[src/rtl/fwdl_pkg.sv]
package fwdl_pkg;

  typedef enum logic [3:0] {
    S_IDLE, S_DISP, S_PSEL, S_FILL, S_WRITE,
    S_OFF, S_CK, S_RDY, S_IPOLL, S_GAP, S_FIN
  } fwdl_state_e;

  // length after optional rounding up to a 4-byte multiple
  function automatic logic [31:0] pad_to_word(input logic [31:0] n, input logic en);
    return en ? ((n + 32'd3) & ~32'd3) : n;
  endfunction

  // bytes in the next window write: a word while 4 remain, else a byte
  function automatic logic [2:0] chunk_bytes(input logic [31:0] total, input logic [31:0] pos);
    return ((total - pos) >= 32'd4) ? 3'd4 : 3'd1;
  endfunction

  // number of complete pages in a length
  function automatic logic [31:0] full_pages(input logic [31:0] total, input int page_bytes);
    return total / 32'(page_bytes);
  endfunction

endpackage

[src/rtl/fwdl_tick_ctr.sv]
module fwdl_tick_ctr #(
  parameter int LIMIT = 4
) (
  input  logic clk,
  input  logic rst_n,
  input  logic clr,
  input  logic inc,
  output logic at_last
);
  localparam int W = (LIMIT > 1) ? $clog2(LIMIT) : 1;

  logic [W-1:0] cnt;

  always_ff @(posedge clk or negedge rst_n) begin
    if (!rst_n)   cnt <= '0;
    else if (clr) cnt <= '0;
    else if (inc) cnt <= cnt + W'(1);
  end

  assign at_last = (cnt == W'(LIMIT - 1));
endmodule

[src/rtl/fwdl_packer.sv]
module fwdl_packer (
  input  logic        clk,
  input  logic        rst_n,
  input  logic        clr,
  input  logic        take,
  input  logic [7:0]  byte_in,
  output logic [31:0] word,
  output logic [2:0]  cnt
);
  always_ff @(posedge clk or negedge rst_n) begin
    if (!rst_n) begin
      word <= '0;
      cnt  <= '0;
    end else if (clr) begin
      word <= '0;
      cnt  <= '0;
    end else if (take) begin
      word[{cnt[1:0], 3'b000} +: 8] <= byte_in;
      cnt <= cnt + 3'd1;
    end
  end
endmodule

[src/rtl/fwdl_seq.sv]
module fwdl_seq
  import fwdl_pkg::*;
#(
  parameter int PAGE_BYTES = 4096,
  parameter int MAX_PAGES  = 4,
  parameter int LEN_W      = 16,
  parameter int ADDR_W     = 16,
  parameter int WIN_BASE   = 'h1000,
  parameter int RETRY      = 1000,
  parameter int POLL_GAP   = 50
) (
  input  logic              clk,
  input  logic              rst_n,
  input  logic              start,
  input  logic              legacy_mode,
  input  logic              pad_en,
  input  logic [LEN_W-1:0]  img_len,
  input  logic              img_valid,
  input  logic [7:0]        img_data,
  output logic              img_ready,
  output logic              bus_dword,
  output logic              bus_byte,
  output logic [ADDR_W-1:0] bus_addr,
  output logic [31:0]       bus_wdata,
  input  logic [4:0]        sel_keep,
  output logic              page_sel_we,
  output logic [7:0]        page_sel_byte,
  output logic              dl_en,
  output logic              stat_clr_we,
  output logic              fw_rdy_we,
  input  logic              cksum_rpt,
  input  logic              init_rdy,
  output logic              done,
  output logic              error,
  output logic              timeout
);
  localparam int OFF_W = $clog2(PAGE_BYTES);
  localparam int TOT_W = LEN_W + 1;

  fwdl_state_e      state;
  logic [LEN_W-1:0] len_q;
  logic [TOT_W-1:0] total_q, pos_q;
  logic             legacy_q, dl_en_q, err_q, tmo_q;

  // start-time geometry
  logic [31:0] tot_in;
  logic        ovf_in;
  assign tot_in = pad_to_word(32'(img_len), pad_en);
  assign ovf_in = !legacy_mode && (full_pages(tot_in, PAGE_BYTES) > 32'(MAX_PAGES));

  // copy-phase events
  logic [31:0]      word;
  logic [2:0]       fcnt, chunk;
  logic [TOT_W-1:0] cur_idx;
  logic             need_stream, take, fill_last, page_start;
  logic [7:0]       fill_byte;
  logic [OFF_W-1:0] page_off;
  logic [2:0]       page_idx;

  assign chunk       = chunk_bytes(32'(total_q), 32'(pos_q));
  assign cur_idx     = pos_q + TOT_W'(fcnt);
  assign need_stream = cur_idx < TOT_W'(len_q);
  assign take        = (state == S_FILL) && (!need_stream || img_valid);
  assign fill_byte   = need_stream ? img_data : 8'h00;
  assign fill_last   = take && ((fcnt + 3'd1) == chunk);
  assign page_off    = pos_q[OFF_W-1:0];
  assign page_idx    = 3'(pos_q >> OFF_W);
  assign page_start  = !legacy_q && (page_off == '0);

  // handshake-phase events
  logic ck_poll, init_poll, rty_last, gap_last;
  assign ck_poll   = (state == S_CK);
  assign init_poll = (state == S_IPOLL);

  fwdl_packer u_pack (
    .clk(clk), .rst_n(rst_n), .clr(state == S_DISP), .take(take),
    .byte_in(fill_byte), .word(word), .cnt(fcnt)
  );

  fwdl_tick_ctr #(.LIMIT(RETRY)) u_retry (
    .clk(clk), .rst_n(rst_n),
    .clr((state == S_OFF) || (state == S_RDY)),
    .inc((ck_poll && !cksum_rpt) || (init_poll && !init_rdy)),
    .at_last(rty_last)
  );

  fwdl_tick_ctr #(.LIMIT(POLL_GAP)) u_gap (
    .clk(clk), .rst_n(rst_n), .clr(init_poll), .inc(state == S_GAP),
    .at_last(gap_last)
  );

  always_ff @(posedge clk or negedge rst_n) begin
    if (!rst_n) begin
      state    <= S_IDLE;
      len_q    <= '0;
      total_q  <= '0;
      pos_q    <= '0;
      legacy_q <= 1'b0;
      dl_en_q  <= 1'b0;
      err_q    <= 1'b0;
      tmo_q    <= 1'b0;
    end else begin
      case (state)
        S_IDLE: if (start) begin
          legacy_q <= legacy_mode;
          len_q    <= img_len;
          total_q  <= TOT_W'(tot_in);
          pos_q    <= '0;
          tmo_q    <= 1'b0;
          if (ovf_in) begin
            err_q <= 1'b1;
            state <= S_FIN;
          end else begin
            err_q   <= 1'b0;
            dl_en_q <= 1'b1;
            state   <= S_DISP;
          end
        end
        S_DISP: begin
          if (pos_q == total_q) begin
            dl_en_q <= 1'b0;
            state   <= S_OFF;
          end else if (page_start) begin
            state <= S_PSEL;
          end else begin
            state <= S_FILL;
          end
        end
        S_PSEL:  state <= S_FILL;
        S_FILL:  if (fill_last) state <= S_WRITE;
        S_WRITE: begin
          pos_q <= pos_q + TOT_W'(chunk);
          state <= S_DISP;
        end
        S_OFF: state <= S_CK;
        S_CK: begin
          if (cksum_rpt) state <= S_RDY;
          else if (rty_last) begin
            err_q <= 1'b1;
            tmo_q <= 1'b1;
            state <= S_FIN;
          end
        end
        S_RDY: state <= S_IPOLL;
        S_IPOLL: begin
          if (init_rdy) state <= S_FIN;
          else if (rty_last) begin
            err_q <= 1'b1;
            tmo_q <= 1'b1;
            state <= S_FIN;
          end else state <= S_GAP;
        end
        S_GAP: if (gap_last) state <= S_IPOLL;
        S_FIN: state <= S_IDLE;
        default: state <= S_IDLE;
      endcase
    end
  end

  assign img_ready     = (state == S_FILL) && need_stream;
  assign bus_dword     = (state == S_WRITE) && (chunk == 3'd4);
  assign bus_byte      = (state == S_WRITE) && (chunk == 3'd1);
  assign bus_addr      = legacy_q ? (ADDR_W'(WIN_BASE) + ADDR_W'(pos_q))
                                  : (ADDR_W'(WIN_BASE) + ADDR_W'(page_off));
  assign bus_wdata     = (chunk == 3'd4) ? word : {24'h0, word[7:0]};
  assign page_sel_we   = (state == S_PSEL);
  assign page_sel_byte = {sel_keep, page_idx};
  assign dl_en         = dl_en_q;
  assign stat_clr_we   = (state == S_OFF);
  assign fw_rdy_we     = (state == S_RDY);
  assign done          = (state == S_FIN);
  assign error         = err_q;
  assign timeout       = tmo_q;
endmodule

[config.mk]
export PLATFORM = sky130hd
export DESIGN_NAME = fwdl_seq
export DESIGN_NICKNAME = d
export VERILOG_FILES = /design/src/rtl/fwdl_pkg.sv /design/src/rtl/fwdl_tick_ctr.sv /design/src/rtl/fwdl_packer.sv /design/src/rtl/fwdl_seq.sv
export SDC_FILE = /design/constraint.sdc
export NUM_CORES = 1
export LEC_CHECK = 0
export ABC_AREA = 1
export BUFFER_PORTS_ARGS = -buffer_cell sky130_fd_sc_hd__buf_2
export CORE_UTILIZATION = 45
export DETAILED_ROUTE_END_ITERATION = 8
export PLACE_DENSITY = 0.67
export SYNTH_ARGS = -nofsm -noshare
export SYNTH_HDL_FRONTEND = slang
export SYNTH_HIERARCHICAL = 1
export SYNTH_SLANG_ARGS = --single-unit
export TNS_END_PERCENT = 1
[constraint.sdc]
create_clock -name clk -period 3.6 [get_ports clk]
set_input_delay 0.54 -clock clk [delete_from_list [all_inputs] [get_ports clk]]
set_output_delay 0.54 -clock clk [all_outputs]
set_load 0.01 [all_outputs]
### Word level (Yosys, flattened, before mapping)

Index checks and enable logic that the tools add are counted.

* muxes and demuxes: 42
* order comparisons: 3
* equality and inequality tests: 24
* reduce and logical (&&, ||, !) cells: 30
* add/sub/neg operators: 10
* shifts and indexed selects: 2

Operators by type and width (number)
* $mux W32: 3
* $pmux W4 S10: 1
* $add A17 B3 Y17: 2
* $mux W17: 2
* $pmux W17 S2: 1
* $bwmux W32: 1
* $ge A32 B3 Y1 const B: 1
* $shift A8 B7 Y32 const A: 1
* $shiftx A8 B7 Y32: 1
* $mux W4: 6
* $mux W10: 2
* $sub A17 B17 Y18: 1
* $add A16 B2 Y17 const B: 1
* $eq A17 B17 Y1: 1
* $lt A17 B16 Y1: 1
* $add A13 B16 Y16 const A: 1
* $eq A4 B3 Y1 const B: 4
* $mux W16: 1
* $add A13 B12 Y14 const A: 1
* $ne A2 B2 Y1 const B: 7
* $mux W1: 13
* $eq A4 B4 Y1 const B: 3
* $logic_not A12 Y1: 1
* $mux W3: 4
* 26 further kinds: 51

* logic and storage cells: 123
* output and inout port bits: 66
* flip-flop bits (word level): 109
* input bits: 37

### Depth between registers and ports, before layout

Gate-level depths: netlist of the first run.

* depth after elaboration: 8
* gate-level depth with buffers: 30
* depth with buffers taken out: 29

### Hierarchy

Netlist of the first run, hierarchy kept.

By module, submodules not included
* fwdl_seq: area an instance 5452.7 µm², cells an instance 865, sequential area each 1451.4 µm², times used 1
* fwdl_packer: area an instance 1672.9 µm², cells an instance 207, sequential area each 875.8 µm², times used 1
* fwdl_tick_ctr (u_retry): area an instance 564.3 µm², cells an instance 74, sequential area each 250.2 µm², times used 1
* fwdl_tick_ctr (u_gap): area an instance 376.6 µm², cells an instance 49, sequential area each 150.1 µm², times used 1

### Worst setup path before layout of the first run

No wires, ideal clock.

* kind: register to output
* start point: reg u_pack.cnt[0]
* end point: out img_ready
* slack: 0.166 ns
* data required time: 3.060 ns
* stages on the path, launching flop included: 18
* arrival time: 2.894 ns
* buffers on the path: 0
* cell sequence: dfrtp_1 -> ha_1 -> fa_1 -> nand2_1 -> a21oi_2 -> nand2_1 -> nor2_1 -> xor2_1 -> ha_1 -> a21oi_1 -> nor2_1 -> a211oi_1 -> nand2_1 -> nand2_1 -> nand2_1 -> nand2_1 -> nand2_1 -> nor4_1

* cells in the longest elaborated chain, start to end: 3

Ends and longest elaborated chain
* start: declaration: line fwdl_packer.sv:8 `output logic [2:0] cnt`
* start signal: assignment: line fwdl_packer.sv:19 `cnt <= cnt + 3'd1;`
* $add A17 B3 Y17: line fwdl_seq.sv:61 `assign cur_idx = pos_q + TOT_W'(fcnt);`
* $lt A17 B16 Y1: line fwdl_seq.sv:62 `assign need_stream = cur_idx < TOT_W'(len_q);`
* $logic_and A1 B1 Y1: line fwdl_seq.sv:160 `assign img_ready = (state == S_FILL) && need_stream;`
* end: declaration: line fwdl_seq.sv:20 `output logic img_ready,`

No other way between the ends.

### Worst setup path after layout of the first run

* start point: reg pos_q[0]
* end point: out img_ready

* cells in the longest elaborated chain, start to end: 3

Ends and longest elaborated chain
* start: declaration: line fwdl_seq.sv:42 `logic [TOT_W-1:0] total_q, pos_q;`
* start signal: assignment: line fwdl_seq.sv:132 `pos_q <= pos_q + TOT_W'(chunk);`
* $add A17 B3 Y17: line fwdl_seq.sv:61
* $lt A17 B16 Y1: line fwdl_seq.sv:62
* $logic_and A1 B1 Y1: line fwdl_seq.sv:160

No other way between the ends.

==> out/qor.yml, run 1 <==
crit_buf_inv: 4
cp_data_arrival_time_ps: 3180
fin_area_um2: 9480
syn_nets: 1281
yosysTopAreaCellShare: 0.338
cts_tree: "yes"
synth_area_leaders: "dfrtp_1, nand2_1, inv_1"
synth.avg_cell_area_um2: 6.75
cts_sinks: 109
yosys_warnings: 6
port_buffers: 92
max-cap-violations: 0
drive_gt1_frac: 0.182
drt-initial-drc-count: 459
syn_area_um2: 8070
drc: 0
nNetsFinal: 1402
num_rows: 48
grtUsageTotal: 0.236
synth_cell_type_count: 45
fin_util: 0.544
dp_worst_setup_slack_ps: 26.4
synth.yosys.seq_area_share: 0.338
hold_violations: 0
clk_pin_slew_worst_paths_ps: 80
period_needed_ps: 3720
clock_path_buffers: 2
routedWlPerCell_um: 13.6
crit_type: "reg -> out"
grt_pass1_wl_um: 34400
setup_viol: 1
critical-path-top-delay-family: "simple AND/OR/NAND/NOR gates"
via_per_inst: 4.93
overflow: 0
root_buffer: "clkbuf_16"
drt_wl_total_um: 21100
clk-insertion-delay-late_ps: 370
maxSlewViolCount: 0
rsz0062_at_grt: "yes"
antenna_found_initial: 0
synth_edf_count: 0
power_density_nw_per_um2: 656
setup_slack_ps: -122
timing_worst_slew_pin_value_ps: 674
die_h_um: 136
crit_chain: "ha_4 > fa_2 > nand2_2 > a21oi_4 > buf_6 > xor2_1 > inv_1 > ha_4 > nand2_1 > inv_1 > nand2_1 > nand2_1 > nand2_1 > nand3_1 > nand2_1 > nand2_1 > nand2_1 > nand2_2 > nand2_4 > nand2_4 > nor4_4 > buf_2"
ys.flop_type: "dfrtp_1"
die_w_um: 136
drt_first_pass_iters: 7
layout_common_cells: "nand2_1, inv_1, nor2_1"
skew_ps: 18.4
failed_checks: "setup timing"
mostFrequentLayoutCell: "nand2_1"
core-area_um2: 17400
start_kind: "flip-flop"
cts_made_buffers: 9
diodes: 0
dpl-instance-area_um2: 8970
outcome: "finished, violations left"
stdcell_count: 1546
hold_buffers: 0
grt_max_degree: 110
path_common_cell: "nand2_1"
maxSlewHeadroom: 0.550
crit_fanout: 4
final_antenna_net_count: 0
dpl.hpwl_um: 16500
synth_top_area_cell: "dfrtp_1"
num_vias: 7617
grt_pass1_vias: 7018
synthToLayoutAreaGrowth_pct: 17.5
dieArea_um2: 18500
power.leakage_uw: 0.00534
end_kind: "primary output"
syn-instance-count: 1195
slowest_delay_ps: 420
synthArstFlopShare: 1.00
ir_drop_uv: 308
fmax_ghz: 0.269
ios: 103
required_ps: 3060
post-route-period-util: 1.03
worstHoldPathType: "in -> async"
place.gp.congestion: 0.895
critPathSlowestCell: "dfrtp_1"
ys_seq_elements: 109
htreeDepth: 3
dp.cells: 1527
start_util: 0.463
-- routing by layer --
layer	share of wire	up-vias	track usage
met5	0	-	0
met4	0.020	0	0.0728
met3	0.042	36	0.0354
met2	0.45	168	0.366
met1	0.49	3470	0.338
li1	-	3943	-
-- stage by stage --
stage / total power [µW] / TNS (ps) / hold WS, ps
6_report: 6220 / -122 / 177
5_1_grt: 6780 / -2150 / 296
4_1_cts: 6160 / -239 / 272
3_5_place_dp: 5020 / 0 / 465
3_3_place_gp: 4980 / 0 / 464
2_1_floorplan: 4140 / 0 / 244
-- what timing repair did --
item	in CTS	in global routing
buffers inserted	1	2
pin swaps	5	10
gates resized for setup	15	22
setup endpoints to repair	3	67
-- Yosys cell counts, types with 3 or more instances --
cell type / instances
nand2_1: 361
nor2_1: 132
o211ai_1: 4
nand3_1: 54
o21ai_1: 3
nand3_2: 7
buf_4: 24
inv_1: 213
ha_1: 48
nand3b_1: 6
nand2_2: 13
xor2_1: 19
nor4_1: 5
dfrtp_1: 109
a21oi_1: 33
o22ai_1: 7
clkinv_1: 3
nor2_2: 6
nor3_1: 21
a21oi_2: 5
o21ai_0: 51
nor2_4: 7
buf_2: 4
inv_2: 6
nand4_1: 20
xnor2_1: 4
clkbuf_1: 6
-- report_power, final --
group / switching, µW / total, µW / internal (µW)
combinational: 2200 / 3410 / 1210
clock: 520 / 1090 / 567
sequential: 207 / 1720 / 1520
-- path summary, 6_finish.rpt --
kind / end / depth (start not counted) / slack [ps] / from
hold reg to reg: u_pack/word[25] / 2 / 480 / u_pack/word[25]
min in group clk: total_q[0] / 2 / 390 / pad_en
setup reg to reg: pos_q[14] / 24 / 120 / pos_q[2]
max in group asynchronous: u_pack/cnt[2] / 2 / 2820 / rst_n
hold / removal: len_q[14] / 2 / 180 / rst_n
setup / recovery: img_ready / 22 / -120 / pos_q[0]
-- kinds of logic after synthesis --
logic type	count (synthesis)	share of synthesized area
and+or+nand+nor	641	0.346
buffers and inverters	258	0.134
AOI/OAI and AO/OA	115	0.0802
DFF	109	0.338
adders and majority gates	49	0.0769
xor gates and xnor gates	23	0.0250
-- area by class of cell --
type	count	area, µm²
clock buffers	9	225
clock inverters	7	97.6
fillers	1723	7940
inverters	222	833
multi-input cells	828	4420
flip-flops and latches	109	2730
well taps	225	282
repair buffers	146	888
-- registers in the layout, summed over array words and instances (netlist names) --
| name | flops |
|---|---|
| u_retry/cnt | 10 |
| legacy_q | 1 |
| state | 4 |
| timeout | 1 |
| u_pack/word | 32 |
| total_q | 17 |
| dl_en | 1 |
| pos_q | 17 |
| len_q | 16 |
| u_pack/cnt | 3 |
| u_gap/cnt | 6 |
| error | 1 |
Note: power is estimated with default switching activity, not from simulation.
==> inputs of run 2 (changes only) <==
--- a/config.mk
+++ b/config.mk
@@ -7,9 +7,10 @@
 export LEC_CHECK = 0
 export ABC_AREA = 1
 export BUFFER_PORTS_ARGS = -buffer_cell sky130_fd_sc_hd__buf_2
-export CORE_UTILIZATION = 45
+export CORE_UTILIZATION = 60
 export DETAILED_ROUTE_END_ITERATION = 8
-export PLACE_DENSITY = 0.67
+export GPL_TIMING_DRIVEN = 0
+export PLACE_DENSITY = 0.82
 export SYNTH_ARGS = -nofsm -noshare
 export SYNTH_HDL_FRONTEND = slang
 export SYNTH_HIERARCHICAL = 1
==> constraint.sdc (replaced) <==
create_clock -name clk -period 4.8 [get_ports clk]
set_input_delay 0.72 -clock clk [delete_from_list [all_inputs] [get_ports clk]]
set_output_delay 0.72 -clock clk [all_outputs]
set_load 0.01 [all_outputs]
==> run 2 against run 1 <==
  * Global-route usage grew 6.5 points
  * Critical endpoint unchanged
  * Die area down 25%
  * Largest cell class unchanged
  * Clock power shrank 30%
  * The run now ends clean
  * Critical path depth decreased by 4
  * Worst setup slack improved by 480 ps
  * Critical path type unchanged
  * Sequential power shrank 24%
==> out/qor.yml, run 2 (synthesized netlist as in run 1, its figures left out) <==
dieArea_um2: 13900  # -25%
maxSlewViolCount: 0  # unchanged
grtUsageTotal: 0.301  # +0.0647
n_fill_cell: 1126  # -35%
top_register: "u_pack/word"
dp_worst_setup_slack_ps: 466  # +440 ps
die_w_um: 118  # -13%
final_antenna_net_count: 0  # unchanged
drt_wl_total_um: 20400  # -3.4%
power_density_nw_per_um2: 493  # -25%
end_kind: "primary output"
r2r_setup_slack_ps: 470  # +350 ps
cts_made_buffers: 9  # unchanged
num_rows: 41  # -15%
cts_tree: "yes"
crit_fanout: 9  # +5
r2r-start: "pos_q[3]"
fmax_ghz: 0.225
required_ps: 4080  # +1020 ps
max-cap-violations: 0  # unchanged
dpl.hpwl_um: 15900  # -3.7%
post-route-period-util: 0.926
drt_first_pass_iters: 5  # -2
cts_setup_buffers: 0  # -1
mostFrequentLayoutCell: "nand2_1"
start_kind: "flip-flop"
nNetsFinal: 1390  # -0.86%
via_per_inst: 5.24  # +6.4%
multi_input_area_um2: 4270  # -3.4%
switchingPower_uw: 2090  # -29%
reg2reg_depth: 26  # +8.3%
core-area_um2: 12900  # -26%
setup_viol: 0  # -1
switching_share: 0.465  # -0.00550
drc: 0  # unchanged
ios: 103  # unchanged
routedWlPerCell_um: 13.8  # +0.87%
power.total_uw: 4500  # -28%
ir_drop_uv: 343  # +11%
power.share.clock: 0.171  # -0.004
drive_gt1_frac: 0.153  # -0.0289
num_vias: 7765  # +1.9%
place.gp.congestion: 0.913  # +2.1%
start_util: 0.626  # +0.163
root_buffer: "clkbuf_16"
overflow: 0  # unchanged
rsz0062_at_grt: "no"
regToRegEndpoint: "pos_q[16]"
port_buffers: 97  # +5.4%
maxSlewHeadroom: 0.528  # -0.0223
synthToLayoutAreaGrowth_pct: 13.1
setup_slack_ps: 353  # +476 ps
power.leakage_uw: 0.00522  # -2.2%
timing_worst_slew_pin_value_ps: 700  # +26.0 ps
hold_violations: 0  # unchanged
combPwrFrac: 0.538  # -0.011
grt_max_degree: 64  # -42%
crit_type: "reg -> out"
clk-insertion-delay-late_ps: 360  # about the same
outcome: "finished clean"
antenna_found_initial: 0  # unchanged
layout_common_cells: "nand2_1, inv_1, nor2_1"
power.internal_uw: 2410  # -27%
skew_ps: 10.3  # -8.15 ps
die_h_um: 118  # -13%
diodes: 0  # unchanged
largest_reg_flops: 32  # unchanged
drt-initial-drc-count: 765  # +67%
setup_tns_ps: 0  # +122 ps
regArea_um2: 2730  # about the same
clk_pin_slew_worst_paths_ps: 70  # about the same
htreeDepth: 3  # unchanged
period_needed_ps: 4450
top_regs: "u_pack/word: 32 flops, pos_q: 17 flops, total_q: 17 flops"
cts_sinks: 109  # unchanged
worstHoldPathType: "in -> async"
p_seq_frac: 0.292  # +0.015
clock_path_buffers: 2  # unchanged
cp_data_arrival_time_ps: 3730  # +550 ps
grt_pass1_vias: 6991  # -0.38%
grt_pass1_wl_um: 33400  # -3.0%
-- run 2: through the flow --
| stage | hold WS [ps] | std cells | area [µm²] | utilization |
|---|---|---|---|---|
| 2_1_floorplan | 424 | 1195 | 8070 | - |
| 3_3_place_gp | 464 | 1464 | 8770 | 0.681 |
| 3_5_place_dp | 460 | 1465 | 8800 | 0.683 |
| 4_1_cts | 390 | 1481 | 9100 | 0.707 |
| 5_1_grt | 431 | 1481 | 9120 | 0.708 |
| 6_report | 380 | 1481 | 9120 | 0.708 |
-- run 2: routing by layer --
| layer | GRT usage | vias up | wire [µm] |
|---|---|---|---|
| met1 | 0.419 | 3555 | 9240 |
| met5 | 0 | - | 0 |
| li1 | - | 3914 | - |
| met4 | 0.0809 | 0 | 315 |
| met2 | 0.481 | 272 | 9340 |
| met3 | 0.0533 | 24 | 1470 |
-- run 2: power groups by stage --
stage          clock network, µW  registers (µW)  logic (µW)
2_1_floorplan                  0            1280        1830
3_3_place_gp                   0            1310        2310
3_5_place_dp                   0            1320        2370
4_1_cts                      782            1300        2390
5_1_grt                      813            1330        2750
6_report                     766            1310        2420
-- run 2: final cells by class --
class,count,area share
clock buffers,11,0.0266
repair buffers,98,0.0565
inverters,222,0.0922
clock inverters,5,0.00631
plain buffers,36,0.0269
flip-flops and latches,109,0.299
multi-input cells,828,0.469
well taps,172,0.0236
-- run 2: how the worst max path moves through the flow --
stage | from | endpoint | slack, ps | cells past startpoint
6_report | u_pack/cnt[0] | img_ready | 350 | 18
3_5_place_dp | u_pack/cnt[0] | img_ready | 470 | 18
3_3_place_gp | u_pack/cnt[0] | img_ready | 550 | 18
2_1_floorplan | u_pack/cnt[0] | img_ready | 1190 | 17
4_1_cts | u_pack/cnt[0] | img_ready | 60 | 18
5_1_grt | u_pack/cnt[0] | img_ready | 30 | 18
-- run 2: what timing repair did --
item	in CTS	in global routing
endpoints found under the setup margin	0	2
gates resized for setup	0	7
hold buffers	0	0
-- run 2: worst max-delay path: stages, from the launching register on --
cell and delay (ps):
dfrtp_2 490, ha_1 220, fa_1 210, nand2_1 100
a21oi_4 230, nand2_1 120, nor2_1 120, xor2_1 210
ha_1 270, a21oi_1 160, nor2_1 60, a211oi_1 200
nand2_1 90, nand2_1 60, nand2_1 60, nand2_1 130
nand2_2 180, nor4_1 250, buf_2 190
==> inputs of run 3 (changes only) <==
--- a/config.mk
+++ b/config.mk
@@ -7,10 +7,10 @@
 export LEC_CHECK = 0
 export ABC_AREA = 1
 export BUFFER_PORTS_ARGS = -buffer_cell sky130_fd_sc_hd__buf_2
-export CORE_UTILIZATION = 60
+export CORE_UTILIZATION = 59
 export DETAILED_ROUTE_END_ITERATION = 8
 export GPL_TIMING_DRIVEN = 0
-export PLACE_DENSITY = 0.82
+export PLACE_DENSITY = 0.81
 export SYNTH_ARGS = -nofsm -noshare
 export SYNTH_HDL_FRONTEND = slang
 export SYNTH_HIERARCHICAL = 1
==> constraint.sdc (replaced) <==
create_clock -name clk -period 4.5 [get_ports clk]
set_input_delay 0.675 -clock clk [delete_from_list [all_inputs] [get_ports clk]]
set_output_delay 0.675 -clock clk [all_outputs]
set_load 0.01 [all_outputs]
==> run 3 against run 2 <==
  * Largest cell class unchanged
  * Critical path type unchanged
  * Non-clock buffer count rose by 5
  * Highest routed layer unchanged
  * Worst setup slack worse by 84 ps
  * Routed wire length is 0.63% lower
  * Sequential share of layout area fell by 0.21 points
  * Count of clock-buffer cells in the layout is the same
==> out/qor.yml, run 3 (synthesized netlist as in run 1, its figures left out) <==
outcome: "finished clean"
max-cap-violations: 0  # unchanged
post-route-period-util: 0.940
fmax_ghz: 0.236
required_ps: 3830  # -250 ps
cts_made_buffers: 9  # unchanged
clk_pin_slew_worst_paths_ps: 80  # about the same
place.gp.congestion: 0.959  # +5.0%
antenna_found_initial: 0  # unchanged
final_antenna_net_count: 0  # unchanged
root_buffer: "clkbuf_16"
die_w_um: 119  # +0.83%
dieArea_um2: 14100  # +1.7%
largest_reg_flops: 32  # unchanged
htreeDepth: 3  # unchanged
drt_first_pass_iters: 5  # unchanged
end_kind: "primary output"
fin_util: 0.692  # -0.0158
setup_tns_ps: 0  # unchanged
cp_data_arrival_time_ps: 3560  # -170 ps
grtUsageTotal: 0.293  # -0.00761
die_h_um: 119  # +0.83%
clk-insertion-delay-late_ps: 360  # about the same
ir_drop_uv: 319  # -6.9%
hold_ws_ps: 309  # -70.1 ps
cts_tree: "yes"
skew_ps: 9.64  # -0.650 ps
start_util: 0.607  # -0.0198
routedWlPerCell_um: 13.6  # -1.2%
dpl.hpwl_um: 15800  # -0.42%
period_needed_ps: 4230
drt-initial-drc-count: 676  # -12%
start_kind: "flip-flop"
grt_pass1_vias: 6932  # -0.84%
diodes: 0  # unchanged
nNetsFinal: 1395  # +0.36%
synthToLayoutAreaGrowth_pct: 14.1
port_buffers: 97  # unchanged
timing_worst_slew_pin_value_ps: 709  # +8.78 ps
regArea_um2: 2740  # +0.23%
overflow: 0  # unchanged
clock_path_buffers: 2  # unchanged
maxSlewHeadroom: 0.522  # -0.00592
maxSlewViolCount: 0  # unchanged
layout_common_cells: "nand2_1, inv_1, nor2_1"
mostFrequentLayoutCell: "nand2_1"
power.total_uw: 4800  # +6.7%
multi_input_area_um2: 4320  # +1.0%
grt_pass1_wl_um: 32900  # -1.5%
grt_max_degree: 68  # +6.3%
ios: 103  # unchanged
power_density_nw_per_um2: 521  # +5.7%
hold_violations: 0  # unchanged
num_vias: 7817  # +0.67%
n_fill_cell: 1192  # +5.9%
top_regs: "u_pack/word: 32 flops, pos_q: 17 flops, total_q: 17 flops"
via_per_inst: 5.25  # about the same
drive_gt1_frac: 0.164  # +0.0116
cts_sinks: 109  # unchanged
rsz0062_at_grt: "no"
hold_buffers: 0  # unchanged
crit_fanout: 9  # unchanged
drc: 0  # unchanged
core-area_um2: 13300  # +3.3%
drt_wl_total_um: 20200  # -0.63%
crit_type: "reg -> out"
num_rows: 42  # +2.4%
setup_viol: 0  # unchanged
worstHoldPathType: "in -> async"
power.leakage_uw: 0.00524  # +0.41%
top_register: "u_pack/word"
==> run 3: critical path: stages (launching register included) <==
cell and delay (ps):
dfrtp_1 450, ha_1 370, nand3_1 110, nand3_2 120, nand2_1 90, nor2_1 160, inv_1 90, nor2_1 130
xor2_1 250, ha_1 270, nand2_1 80, nor2_1 50, a211oi_1 170, nand2_1 80, nand2_1 50, nand2_1 50
nand2_1 150, nand2_4 140, nor4_4 190, buf_2 180
==> run 3: final cells by class <==
cell class	count	share of cell area
plain buffers	36	0.0266
clock buffers	11	0.0275
clock inverters	5	0.00462
inverters	222	0.0913
multi-input cells	828	0.469
flip-flops and latches	109	0.297
well taps	176	0.0239
repair buffers	103	0.0601
==> run 3: timing repair <==
| action | CTS | global route |
|---|---|---|
| buffers inserted | 0 | 5 |
| setup endpoints to repair | 1 | 5 |
| resized for setup | 3 | 16 |
| gates cloned | 0 | 0 |
==> run 3: path summary, 6_finish.rpt <==
path / start / endpoint / slack [ps] / cells after the start
min in group clk: u_pack/word[27] / u_pack/word[27] / 480 / 2
worst min register to register: u_pack/word[27] / u_pack/word[27] / 480 / 2
worst max-delay path: pos_q[2] / img_ready / 270 / 19
worst min-delay path: rst_n / len_q[14] / 310 / 1
max in group asynchronous: rst_n / pos_q[0] / 3450 / 2
worst max register to register: pos_q[4] / pos_q[12] / 300 / 25
==> run 3: metrics by stage <==
step                instance area, µm²  worst slack, ps  instances
global route                      9210             16.6       1490
global placement                  8770              182       1468
floorplan                         8070              931       1195
detailed placement                8800              183       1469
finish                            9210              269       1490
CTS                               9110              101       1485
==> run 3: layer usage <==
layer,up-vias,wire [µm],GRT usage
li1,3926,-,-
met1,3619,9470,0.429
met2,249,9160,0.454
met3,23,1320,0.0455
met4,0,295,0.0720
met5,-,0,0
==> run 3: power breakdown <==
| part | internal, µW | leakage, µW | switching (µW) | total (µW) |
|---|---|---|---|---|
| Combinational | 929 | 0.00366 | 1680 | 2610 |
| Clock | 413 | 0.000148 | 386 | 799 |
| Sequential | 1210 | 0.00143 | 177 | 1390 |
| Total | 2550 | 0.00524 | 2240 | 4800 |
